**src/rtl/sio_pkg.sv**
```systemverilog
`timescale 1ns/1ps
package sio_pkg;
  localparam int RATE_W = 2;

  // Control register layout, LSB at the bottom of the struct.
  typedef struct packed {
    logic              tx_ld_drv;   // bit 6
    logic              tx_clk_drv;  // bit 5
    logic              rx_ld_drv;   // bit 4
    logic              rx_clk_drv;  // bit 3
    logic              lsb_first;   // bit 2
    logic [RATE_W-1:0] rate;        // bits 1:0
  } sio_ctrl_t;

  localparam int CTRL_W = $bits(sio_ctrl_t);
endpackage

```
**src/rtl/sio_clkgen.sv**
```systemverilog
`timescale 1ns/1ps
module sio_clkgen #(
  parameter int RATE_W = 2
) (
  input  logic              clk,
  input  logic              rst_n,
  input  logic [RATE_W-1:0] rate,
  output logic              bit_clk
);
  localparam int DIV_W = 1 << RATE_W;

  logic [DIV_W-1:0] div_q, div_d;

  always_comb div_d = div_q + 1'b1;

  always_ff @(posedge clk or negedge rst_n) begin
    if (!rst_n) div_q <= '0;
    else        div_q <= div_d;
  end

  // Tap k toggles every 2^k cycles: period 2^(k+1) system clocks
  assign bit_clk = div_q[rate];
endmodule

```
**src/rtl/sio_edge.sv**
```systemverilog
`timescale 1ns/1ps
module sio_edge (
  input  logic clk,
  input  logic rst_n,
  input  logic lvl,
  output logic rise,
  output logic fall
);
  logic prev_q;

  always_ff @(posedge clk or negedge rst_n) begin
    if (!rst_n) prev_q <= 1'b0;
    else        prev_q <= lvl;
  end

  assign rise = lvl & ~prev_q;
  assign fall = ~lvl & prev_q;
endmodule

```
**src/rtl/sio_tx.sv**
```systemverilog
`timescale 1ns/1ps
module sio_tx #(
  parameter int WORD_W = 16
) (
  input  logic              clk,
  input  logic              rst_n,
  input  logic              bit_rise,
  input  logic              bit_fall,
  input  logic              ld_in,
  input  logic              lsb_first,
  input  logic              wr_en,
  input  logic [WORD_W-1:0] wr_data,
  output logic              obe,
  output logic              ld_gen,
  output logic              sdo
);
  localparam int CNT_W = $clog2(WORD_W);

  logic [WORD_W-1:0] hold_q, hold_d, sh_q, sh_d, rev, ordered;
  logic [CNT_W-1:0]  rem_q, rem_d;
  logic obe_q, obe_d, arm_q, arm_d, sdo_q, sdo_d, ldg_q, ldg_d, take;

  for (genvar i = 0; i < WORD_W; i++) begin : g_rev
    assign rev[i] = hold_q[WORD_W-1-i];
  end
  assign ordered = lsb_first ? rev : hold_q;

  always_comb begin
    hold_d = hold_q;
    sh_d   = sh_q;
    rem_d  = rem_q;
    obe_d  = obe_q;
    arm_d  = arm_q;
    sdo_d  = sdo_q;
    ldg_d  = ldg_q;
    take   = 1'b0;
    if (bit_rise) arm_d = ld_in;
    if (bit_fall) begin
      if (arm_q) begin
        arm_d = 1'b0;
        if (!obe_q) begin
          take  = 1'b1;
          sh_d  = ordered;
          sdo_d = ordered[WORD_W-1];
          rem_d = CNT_W'(WORD_W-1);
        end else begin
          sdo_d = 1'b0;
          rem_d = '0;
        end
      end else if (rem_q != '0) begin
        sh_d  = sh_q << 1;
        sdo_d = sh_q[WORD_W-2];
        rem_d = rem_q - 1'b1;
      end
    end
    if (wr_en) begin
      hold_d = wr_data;
      obe_d  = 1'b0;
    end else if (take) begin
      obe_d  = 1'b1;
    end
    // Frame strobe for the next word during the last bit (or while idle)
    if (bit_fall) ldg_d = !obe_d && (rem_d == '0);
  end

  always_ff @(posedge clk or negedge rst_n) begin
    if (!rst_n) begin
      hold_q <= '0;
      sh_q   <= '0;
      rem_q  <= '0;
      obe_q  <= 1'b1;
      arm_q  <= 1'b0;
      sdo_q  <= 1'b0;
      ldg_q  <= 1'b0;
    end else begin
      hold_q <= hold_d;
      sh_q   <= sh_d;
      rem_q  <= rem_d;
      obe_q  <= obe_d;
      arm_q  <= arm_d;
      sdo_q  <= sdo_d;
      ldg_q  <= ldg_d;
    end
  end

  assign obe    = obe_q;
  assign ld_gen = ldg_q;
  assign sdo    = sdo_q;
endmodule

```
**src/rtl/sio_rx.sv**
```systemverilog
`timescale 1ns/1ps
module sio_rx #(
  parameter int WORD_W = 16
) (
  input  logic              clk,
  input  logic              rst_n,
  input  logic              bit_rise,
  input  logic              bit_fall,
  input  logic              ld_in,
  input  logic              sdi,
  input  logic              lsb_first,
  input  logic              rd_data,
  input  logic              rd_ctrl,
  output logic [WORD_W-1:0] word,
  output logic              ibf,
  output logic              ovr,
  output logic              done,
  output logic              ld_gen
);
  // flag_q is the frame marker chain that runs beside the data shifter
  logic [WORD_W-1:0] flag_q, flag_d, sh_q, sh_d, hold_q, hold_d, asm, rev;
  logic ibf_q, ibf_d, ovr_q, ovr_d, ldg_q, ldg_d;

  assign asm = {sh_q[WORD_W-2:0], sdi};
  for (genvar i = 0; i < WORD_W; i++) begin : g_rev
    assign rev[i] = asm[WORD_W-1-i];
  end

  assign done = bit_rise & flag_q[WORD_W-1];

  always_comb begin
    flag_d = flag_q;
    sh_d   = sh_q;
    hold_d = hold_q;
    ibf_d  = ibf_q;
    ovr_d  = ovr_q;
    ldg_d  = ldg_q;
    if (bit_rise) begin
      if (flag_q != '0) sh_d = asm;
      flag_d = ld_in ? WORD_W'(1) : (flag_q << 1);
    end
    if (bit_fall) ldg_d = (flag_q == '0) | flag_q[WORD_W-1];
    if (rd_data) ibf_d = 1'b0;
    if (rd_ctrl) ovr_d = 1'b0;
    if (done) begin
      hold_d = lsb_first ? rev : asm;
      ibf_d  = 1'b1;
      if (ibf_q && !rd_data) ovr_d = 1'b1;
    end
  end

  always_ff @(posedge clk or negedge rst_n) begin
    if (!rst_n) begin
      flag_q <= '0;
      sh_q   <= '0;
      hold_q <= '0;
      ibf_q  <= 1'b0;
      ovr_q  <= 1'b0;
      ldg_q  <= 1'b0;
    end else begin
      flag_q <= flag_d;
      sh_q   <= sh_d;
      hold_q <= hold_d;
      ibf_q  <= ibf_d;
      ovr_q  <= ovr_d;
      ldg_q  <= ldg_d;
    end
  end

  assign word   = hold_q;
  assign ibf    = ibf_q;
  assign ovr    = ovr_q;
  assign ld_gen = ldg_q;
endmodule

```
**src/rtl/sio_port.sv**
```systemverilog
`timescale 1ns/1ps
module sio_port
  import sio_pkg::*;
#(
  parameter int WORD_W = 16
) (
  input  logic              clk,
  input  logic              rst_n,
  input  logic              bus_sel,
  input  logic              bus_wr,
  input  logic              bus_rd,
  input  logic [WORD_W-1:0] bus_wdata,
  output logic [WORD_W-1:0] bus_rdata,
  output logic              obe_o,
  output logic              ibf_o,
  input  logic              rx_clk_i,
  output logic              rx_clk_o,
  output logic              rx_clk_oe,
  input  logic              rx_ld_i,
  output logic              rx_ld_o,
  output logic              rx_ld_oe,
  input  logic              tx_clk_i,
  output logic              tx_clk_o,
  output logic              tx_clk_oe,
  input  logic              tx_ld_i,
  output logic              tx_ld_o,
  output logic              tx_ld_oe,
  input  logic              sdi_i,
  output logic              sdo_o
);
  localparam int PAD_W = WORD_W - CTRL_W - 1;

  logic [1:0] rs_q;
  logic       rst_s_n;
  sio_ctrl_t  ctrl_q, ctrl_d;
  logic       gen_clk, rx_src, tx_src, rx_rise, rx_fall, tx_rise, tx_fall;
  logic       rx_ldg, tx_ldg, rx_done, ovr, ctrl_we, data_we, rd_data, rd_ctrl;
  logic [WORD_W-1:0] rx_word;

  // Asynchronous assert, synchronous release
  always_ff @(posedge clk or negedge rst_n) begin
    if (!rst_n) rs_q <= 2'b00;
    else        rs_q <= {rs_q[0], 1'b1};
  end
  assign rst_s_n = rs_q[1];

  assign ctrl_we = bus_wr &  bus_sel;
  assign data_we = bus_wr & ~bus_sel;
  assign rd_ctrl = bus_rd &  bus_sel;
  assign rd_data = bus_rd & ~bus_sel;

  always_comb ctrl_d = ctrl_we ? sio_ctrl_t'(bus_wdata[CTRL_W-1:0]) : ctrl_q;

  always_ff @(posedge clk or negedge rst_s_n) begin
    if (!rst_s_n) ctrl_q <= '0;
    else          ctrl_q <= ctrl_d;
  end

  sio_clkgen #(.RATE_W(RATE_W)) u_gen (
    .clk(clk), .rst_n(rst_s_n), .rate(ctrl_q.rate), .bit_clk(gen_clk)
  );

  assign rx_src = ctrl_q.rx_clk_drv ? gen_clk : rx_clk_i;
  assign tx_src = ctrl_q.tx_clk_drv ? gen_clk : tx_clk_i;

  sio_edge u_rx_edge (
    .clk(clk), .rst_n(rst_s_n), .lvl(rx_src), .rise(rx_rise), .fall(rx_fall)
  );
  sio_edge u_tx_edge (
    .clk(clk), .rst_n(rst_s_n), .lvl(tx_src), .rise(tx_rise), .fall(tx_fall)
  );

  sio_tx #(.WORD_W(WORD_W)) u_tx (
    .clk(clk), .rst_n(rst_s_n), .bit_rise(tx_rise), .bit_fall(tx_fall),
    .ld_in(ctrl_q.tx_ld_drv ? tx_ldg : tx_ld_i), .lsb_first(ctrl_q.lsb_first),
    .wr_en(data_we), .wr_data(bus_wdata), .obe(obe_o), .ld_gen(tx_ldg),
    .sdo(sdo_o)
  );

  sio_rx #(.WORD_W(WORD_W)) u_rx (
    .clk(clk), .rst_n(rst_s_n), .bit_rise(rx_rise), .bit_fall(rx_fall),
    .ld_in(ctrl_q.rx_ld_drv ? rx_ldg : rx_ld_i), .sdi(sdi_i),
    .lsb_first(ctrl_q.lsb_first), .rd_data(rd_data), .rd_ctrl(rd_ctrl),
    .word(rx_word), .ibf(ibf_o), .ovr(ovr), .done(rx_done), .ld_gen(rx_ldg)
  );

  assign bus_rdata = bus_sel ? {{PAD_W{1'b0}}, ovr, ctrl_q} : rx_word;

  assign rx_clk_o  = gen_clk;
  assign tx_clk_o  = gen_clk;
  assign rx_ld_o   = rx_ldg;
  assign tx_ld_o   = tx_ldg;
  assign rx_clk_oe = ctrl_q.rx_clk_drv;
  assign rx_ld_oe  = ctrl_q.rx_ld_drv;
  assign tx_clk_oe = ctrl_q.tx_clk_drv;
  assign tx_ld_oe  = ctrl_q.tx_ld_drv;
endmodule

```
**config.mk**
```make
export PLATFORM = sky130hd
export DESIGN_NAME = sio_port
export DESIGN_NICKNAME = d
export VERILOG_FILES = /design/src/rtl/sio_pkg.sv /design/src/rtl/sio_clkgen.sv /design/src/rtl/sio_edge.sv /design/src/rtl/sio_tx.sv /design/src/rtl/sio_rx.sv /design/src/rtl/sio_port.sv
export SDC_FILE = /design/constraint.sdc
export NUM_CORES = 1
export LEC_CHECK = 0
export BUFFER_PORTS_ARGS = -buffer_cell sky130_fd_sc_hd__buf_2
export CORE_MARGIN = 4
export CORE_UTILIZATION = 40
export DETAILED_ROUTE_END_ITERATION = 8
export HOLD_SLACK_MARGIN = 0.08
export SKIP_CTS_REPAIR_TIMING = 1
export SLEW_MARGIN = 15
export SYNTH_ARGS = -nofsm -noshare
export SYNTH_HDL_FRONTEND = slang
export SYNTH_SLANG_ARGS = --single-unit
```
**constraint.sdc**
```tcl
create_clock -name clk -period 3.3 [get_ports clk]
set_clock_uncertainty 0.15 [all_clocks]
set_input_delay 0.165 -clock clk [delete_from_list [all_inputs] [get_ports clk]]
set_output_delay 0.165 -clock clk [all_outputs]
set_load 0.01 [all_outputs]
```
==> impl_metrics.toml, run 1 <==
[clock_network]
cts_made_buffers = 9
cts_tree = "done"
clock_latency_ns = 0.34
cts-root-buf = "clkbuf_16"
cts.path.max_buffers = 2
path_clk_slew_ns = 0.07
htree_levels = 3
cts.sink_count = 104

[power]
clkPwrFrac_pct = 26.3
p_leak_nw = 2.64
internal-power_mw = 2.54
power_mw = 3.71
power_frac_comb_pct = 23.8
p_switching_mw = 1.18
peakVddDrop_v = 0.000329
seqPwrFrac_pct = 49.9
powerDensity_nw_per_um2 = 661
p_sw_share_pct = 31.7

[drt]
route.vias.total = 3176
dr.pass1.iters = 4
remaining_drc_errors = 0
route.detailed.wl_per_inst_um = 15.3
drtAntennaViolNets = 0
drt_iter0_drc = 131
drt_wl_total_um = 9490
vias_per_cell = 5.12

[synth]
syn_avg_cell_area_um2 = 11.8
netlist_instances = 402
synth_edf_count = 0
yosys-top-cells-count = "dfrtp_1, mux2_2, nand2_1, mux2i_1, o21ai_0"
synth_flop_cell = "dfrtp_1"
synth_seq_cells = 104
synthArstFlopShare_pct = 100
yosys.area.top_type = "dfrtp_1"
synthesis.area_um2 = 4730
synth.area.top_cells = "dfrtp_1, mux2_2, mux2i_1, o21ai_0, nand2_1"
ys_seq_area_share_pct = 55.0
post-synth-top-count-cell = "dfrtp_1"
synth_nets = 430
synth.distinct_cells = 45
ys_warn_count = 0
yosys.area.top_type_share_pct = 54.4

[sta]
maxSlewViolCount = 0
tns_ns = 0
fin_crit_ns = 2.51
worst_pin_slew_ns = 0.876
relSlewSlack_pct = 41.6
hold_violations = 0
fin_crit_sh_pct = 76.0
setup_viol = 0
timing.fmax_ghz = 0.398
rsz0062_at_grt = "no"

[final_layout]
area_growth_syn_to_layout_pct = 18.6
n_fill_cell = 1041
diodes = 0
drive_above_1_share_pct = 28.5
nNetsFinal = 500

[floorplan]
start_util_pct = 41.1
io_pins = 53
die_w_um = 117
core-area_um2 = 11500
die_area_um2 = 13600
rows = 39
die_h_um = 117

[run_status]
status = "completed"

[setup_path]
cp.arrival_ns = 2.58
max_stage_delay_ns = 0.59
cp-end-kind = "flop"
crit_required_ns = 3.38
reg2reg_slack_ns = 0.79
start_kind = "flop"
cp_max_fo = 13
crit_family = "simple AND/OR/NAND/NOR gates"
path_cells = "mux4_2 > a211o_1 > or4_1 > nand4_1 > o31ai_2"
cpMaxStageDelayCell = "mux4_2"
path_class = "flop to flop"
critPathBufInv = 0

[place]
dpl.hpwl_um = 6500
io_buffers = 52
place_congestion = 0.756

[grt]
grt_pass1_vias = 3067
grt_first_pass_wirelength_um = 15400
antenna_found_initial = 0
grt_usage_pct = 14.6
grt_start_max_net_pins = 45
overflow = 0

[job]
max_cap_viol_count = 0

[min_path]
min-delay-path-class = "input port to flop"
-- logic make-up after synthesis --
| kind of cell | after synthesis | synth area share [%] |
|---|---|---|
| AOI/OAI and AO/OA | 81 | 11.3 |
| and+or+nand+nor | 96 | 10.1 |
| xor gates and xnor gates | 3 | 0.555 |
| other | 1 | 0.0792 |
| buffers and inverters | 33 | 3.36 |
| DFF | 104 | 55.0 |
| adders and majority gates | 2 | 0.528 |
| muxes | 82 | 19.1 |
-- placed cells by master (no fill, tap or decap), types with 15 or more instances in the layout --
cell type | synthesis | final
mux2i_1 | 32 | 32
o21ai_0 | 31 | 31
nor2_1 | 21 | 21
a21oi_1 | 20 | 20
nand2_1 | 38 | 38
mux2_2 | 48 | 48
buf_2 | 1 | 52
a22o_1 | 15 | 15
dlygate4sd3_1 | 0 | 22
dfrtp_1 | 103 | 102
-- final timing paths --
kind | from | end | cells past startpoint
max | ctrl_q[0] | u_tx.ld_gen | 5
min | tx_clk_i | u_tx_edge.prev_q | 4
max reg2reg | ctrl_q[0] | u_tx.ld_gen | 5
min reg2reg | rs_q[1] | u_rx.word[15] | 0
max in group asynchronous | rs_q[1] | u_rx.sh_q[5] | 1
min in group asynchronous | rs_q[1] | u_rx.word[15] | 0
-- tightest hold or removal path, cell delays in order --
cell,delay (ns)
buf_2,0.08
and2b_2,0.14
a21oi_1,0.10
inv_1,0.07
-- stage by stage --
stage | instances | setup slack, ns | hold slack, ns | area [um^2] | utilization (%)
after floorplan | 402 | 0.0401 | -0.281 | 4730 | -
after global placement | 582 | 0.873 | -0.201 | 5130 | 44.5
after detailed placement | 582 | 0.798 | -0.198 | 5130 | 44.5
after CTS | 598 | 0.780 | -0.573 | 5390 | 46.8
after global routing | 620 | 0.670 | 0.104 | 5610 | 48.8
final | 620 | 0.790 | 0.0922 | 5610 | 48.8
-- power by group through the flow --
| stage | clock network [mW] | registers [mW] | logic, mW |
|---|---|---|---|
| floorplan | 0 | 1.79 | 0.703 |
| global placement | 0 | 1.86 | 0.844 |
| detailed placement | 0 | 1.88 | 0.874 |
| CTS | 1.01 | 1.86 | 0.876 |
| global route | 1.06 | 1.91 | 1.00 |
| finish | 0.975 | 1.85 | 0.884 |
-- layer usage --
metal	part of all wire, %	wire length (um)	GRT usage [%]	vias to the layer above
met2	50	4730	23.5	44
met4	1.0	97	4.28	0
met1	46	4400	19.4	1564
li1	-	-	-	1560
met5	0	0	0	-
met3	2.7	255	4.01	8
-- area by class of cell --
cell class              instances  area, um^2  share of cell area [%]
repair buffers                 83         548                    9.76
flip-flops and latches        104        2610                    46.4
multi-input cells             265        1980                    35.3
clock buffers                  11         233                    4.15
clock inverters                 5        32.5                   0.579
well taps                     143         179                    3.19
inverters                       9        33.8                   0.602
-- registers in the layout (all words and copies together), names as in the netlist, 2 cells and up --
name	count
u_tx.rem_q	4
rs_q	2
u_tx.sh_q	15
u_rx.word	16
u_tx.hold_q	16
ctrl_q	3
u_gen.div_q	4
u_rx.flag_q	16
u_rx.sh_q	15
Note: power is estimated with default switching activity, not from simulation.
==> run 2: changes to the inputs <==
Clock period 3.3 ns to 2.3 ns, I/O delays scaled along.
==> impl_metrics.toml, run 2 (same netlist as run 1, synthesis figures left out) <==
[setup_path]
max_stage_delay_ns = 0.54
critPathBufInv = 1
path_class = "flop to flop"
cp.arrival_ns = 2.40
start_kind = "flop"
path_cells = "mux4_2 > a211o_4 > buf_6 > or4_1 > nand4_1 > o31ai_2"
crit_family = "simple AND/OR/NAND/NOR gates"
cpMaxStageDelayCell = "mux4_2"
crit_required_ns = 2.39
cp_max_fo = 5
cp-end-kind = "flop"

[drt]
vias_per_cell = 5.07
remaining_drc_errors = 0
route.vias.total = 3237
drtAntennaViolNets = 0
dr.pass1.iters = 4
route.detailed.wl_per_inst_um = 15.4
drt_iter0_drc = 110
drt_wl_total_um = 9810

[final_layout]
fin_cells = 639
multi_input_area_um2 = 2010
nNetsFinal = 519
area_growth_syn_to_layout_pct = 24.0
final_cell_mix = "dfrtp_1, buf_2, mux2_2"
regArea_um2 = 2610
diodes = 0
final_common_cell = "dfrtp_1"
n_fill_cell = 1008
drive_above_1_share_pct = 31.9
final_core_util_pct = 51.0

[sta]
maxSlewViolCount = 0
worst_pin_slew_ns = 0.519
fin_crit_sh_pct = 101
fin_crit_ns = 2.31
relSlewSlack_pct = 65.4
setup_viol = 1
hold_violations = 0
timing.fmax_ghz = 0.432
rsz0062_at_grt = "yes"
whs_ns = 0.0941
setup_slack_ns = -0.0144

[place]
place_congestion = 0.767
io_buffers = 52
dpl.hpwl_um = 6560
place_inst = 595

[clock_network]
cts_tree = "done"
cts.path.max_buffers = 2
clock_latency_ns = 0.35
cts.sink_count = 104
path_clk_slew_ns = 0.07
htree_levels = 3
cts-root-buf = "clkbuf_16"
cts_made_buffers = 9

[floorplan]
start_util_pct = 41.1
die_h_um = 117
die_w_um = 117
core-area_um2 = 11500
io_pins = 53
die_area_um2 = 13600
rows = 39

[run_status]
status = "complete, but fails checks"
violations = "negative setup slack"

[grt]
grt_first_pass_wirelength_um = 15700
antenna_found_initial = 0
grt_start_max_net_pins = 45
use_met1_pct = 20.2
overflow = 0
grt_pass1_vias = 3087
grt_usage_pct = 14.9
met3_usage_pct = 4.32
grt_busiest_layer = "met2"
use_met2_pct = 23.3

[power]
p_leak_nw = 2.76
powerDensity_nw_per_um2 = 943
peakVddDrop_v = 0.000634

[min_path]
min-delay-path-class = "input port to flop"

[job]
max_cap_viol_count = 0
[run 2: cell type report]
class                           instances  share of cell area (%)
Clock buffer                           11                    3.96
Sequential cell                       104                    44.4
Multi-Input combinational cell        265                    34.2
Inverter                                9                   0.575
Timing Repair Buffer                  102                    13.2
Clock inverter                          5                   0.661
Tap cell                              143                    3.05
[run 2: final timing paths]
kind,startpoint,end,slack [ns],cells past startpoint
hold reg to reg,rs_q[1],u_rx_edge.prev_q,0.16,0
max in group asynchronous,rs_q[1],u_rx.sh_q[1],1.15,1
setup / recovery,ctrl_q[0],u_tx.ld_gen,-0.01,6
setup reg to reg,ctrl_q[0],u_tx.ld_gen,-0.01,6
min in group asynchronous,rs_q[1],u_rx_edge.prev_q,0.16,0
hold / removal,bus_sel,u_rx.ovr,0.09,3
[run 2: routing by layer]
metal  share of wire (%)  wire length (um)
met3                 3.1               303
met2                  49              4800
met5                   0                 0
met4                 1.4               133
met1                  47              4570
[run 2: stage by stage]
stage | setup slack [ns] | setup TNS (ns) | area [um^2] | power [mW]
global placement | 0.0353 | 0 | 5290 | 3.97
finish | -0.0144 | -0.0144 | 5870 | 5.53
detailed placement | -0.0273 | -0.0273 | 5290 | 4.01
global route | -0.0710 | -0.105 | 5870 | 5.91
floorplan | 0.0623 | 0 | 4740 | 3.58
CTS | -0.0422 | -0.0422 | 5560 | 5.47
[run 2: worst register-to-register path: cells and delay by family (launching register included)]
kind	cells	cell delay (ns)
AOI/OAI and AO/OA	2	0.44
buffers and inverters	1	0.12
and+or+nand+nor	2	0.56
DFF	1	0.39
muxes	1	0.54
[run 2: power by group]
part / internal, mW / switching (mW) / total (mW)
Combinational: 0.781 / 0.703 / 1.48
Sequential: 2.25 / 0.379 / 2.63
Clock: 0.745 / 0.678 / 1.42
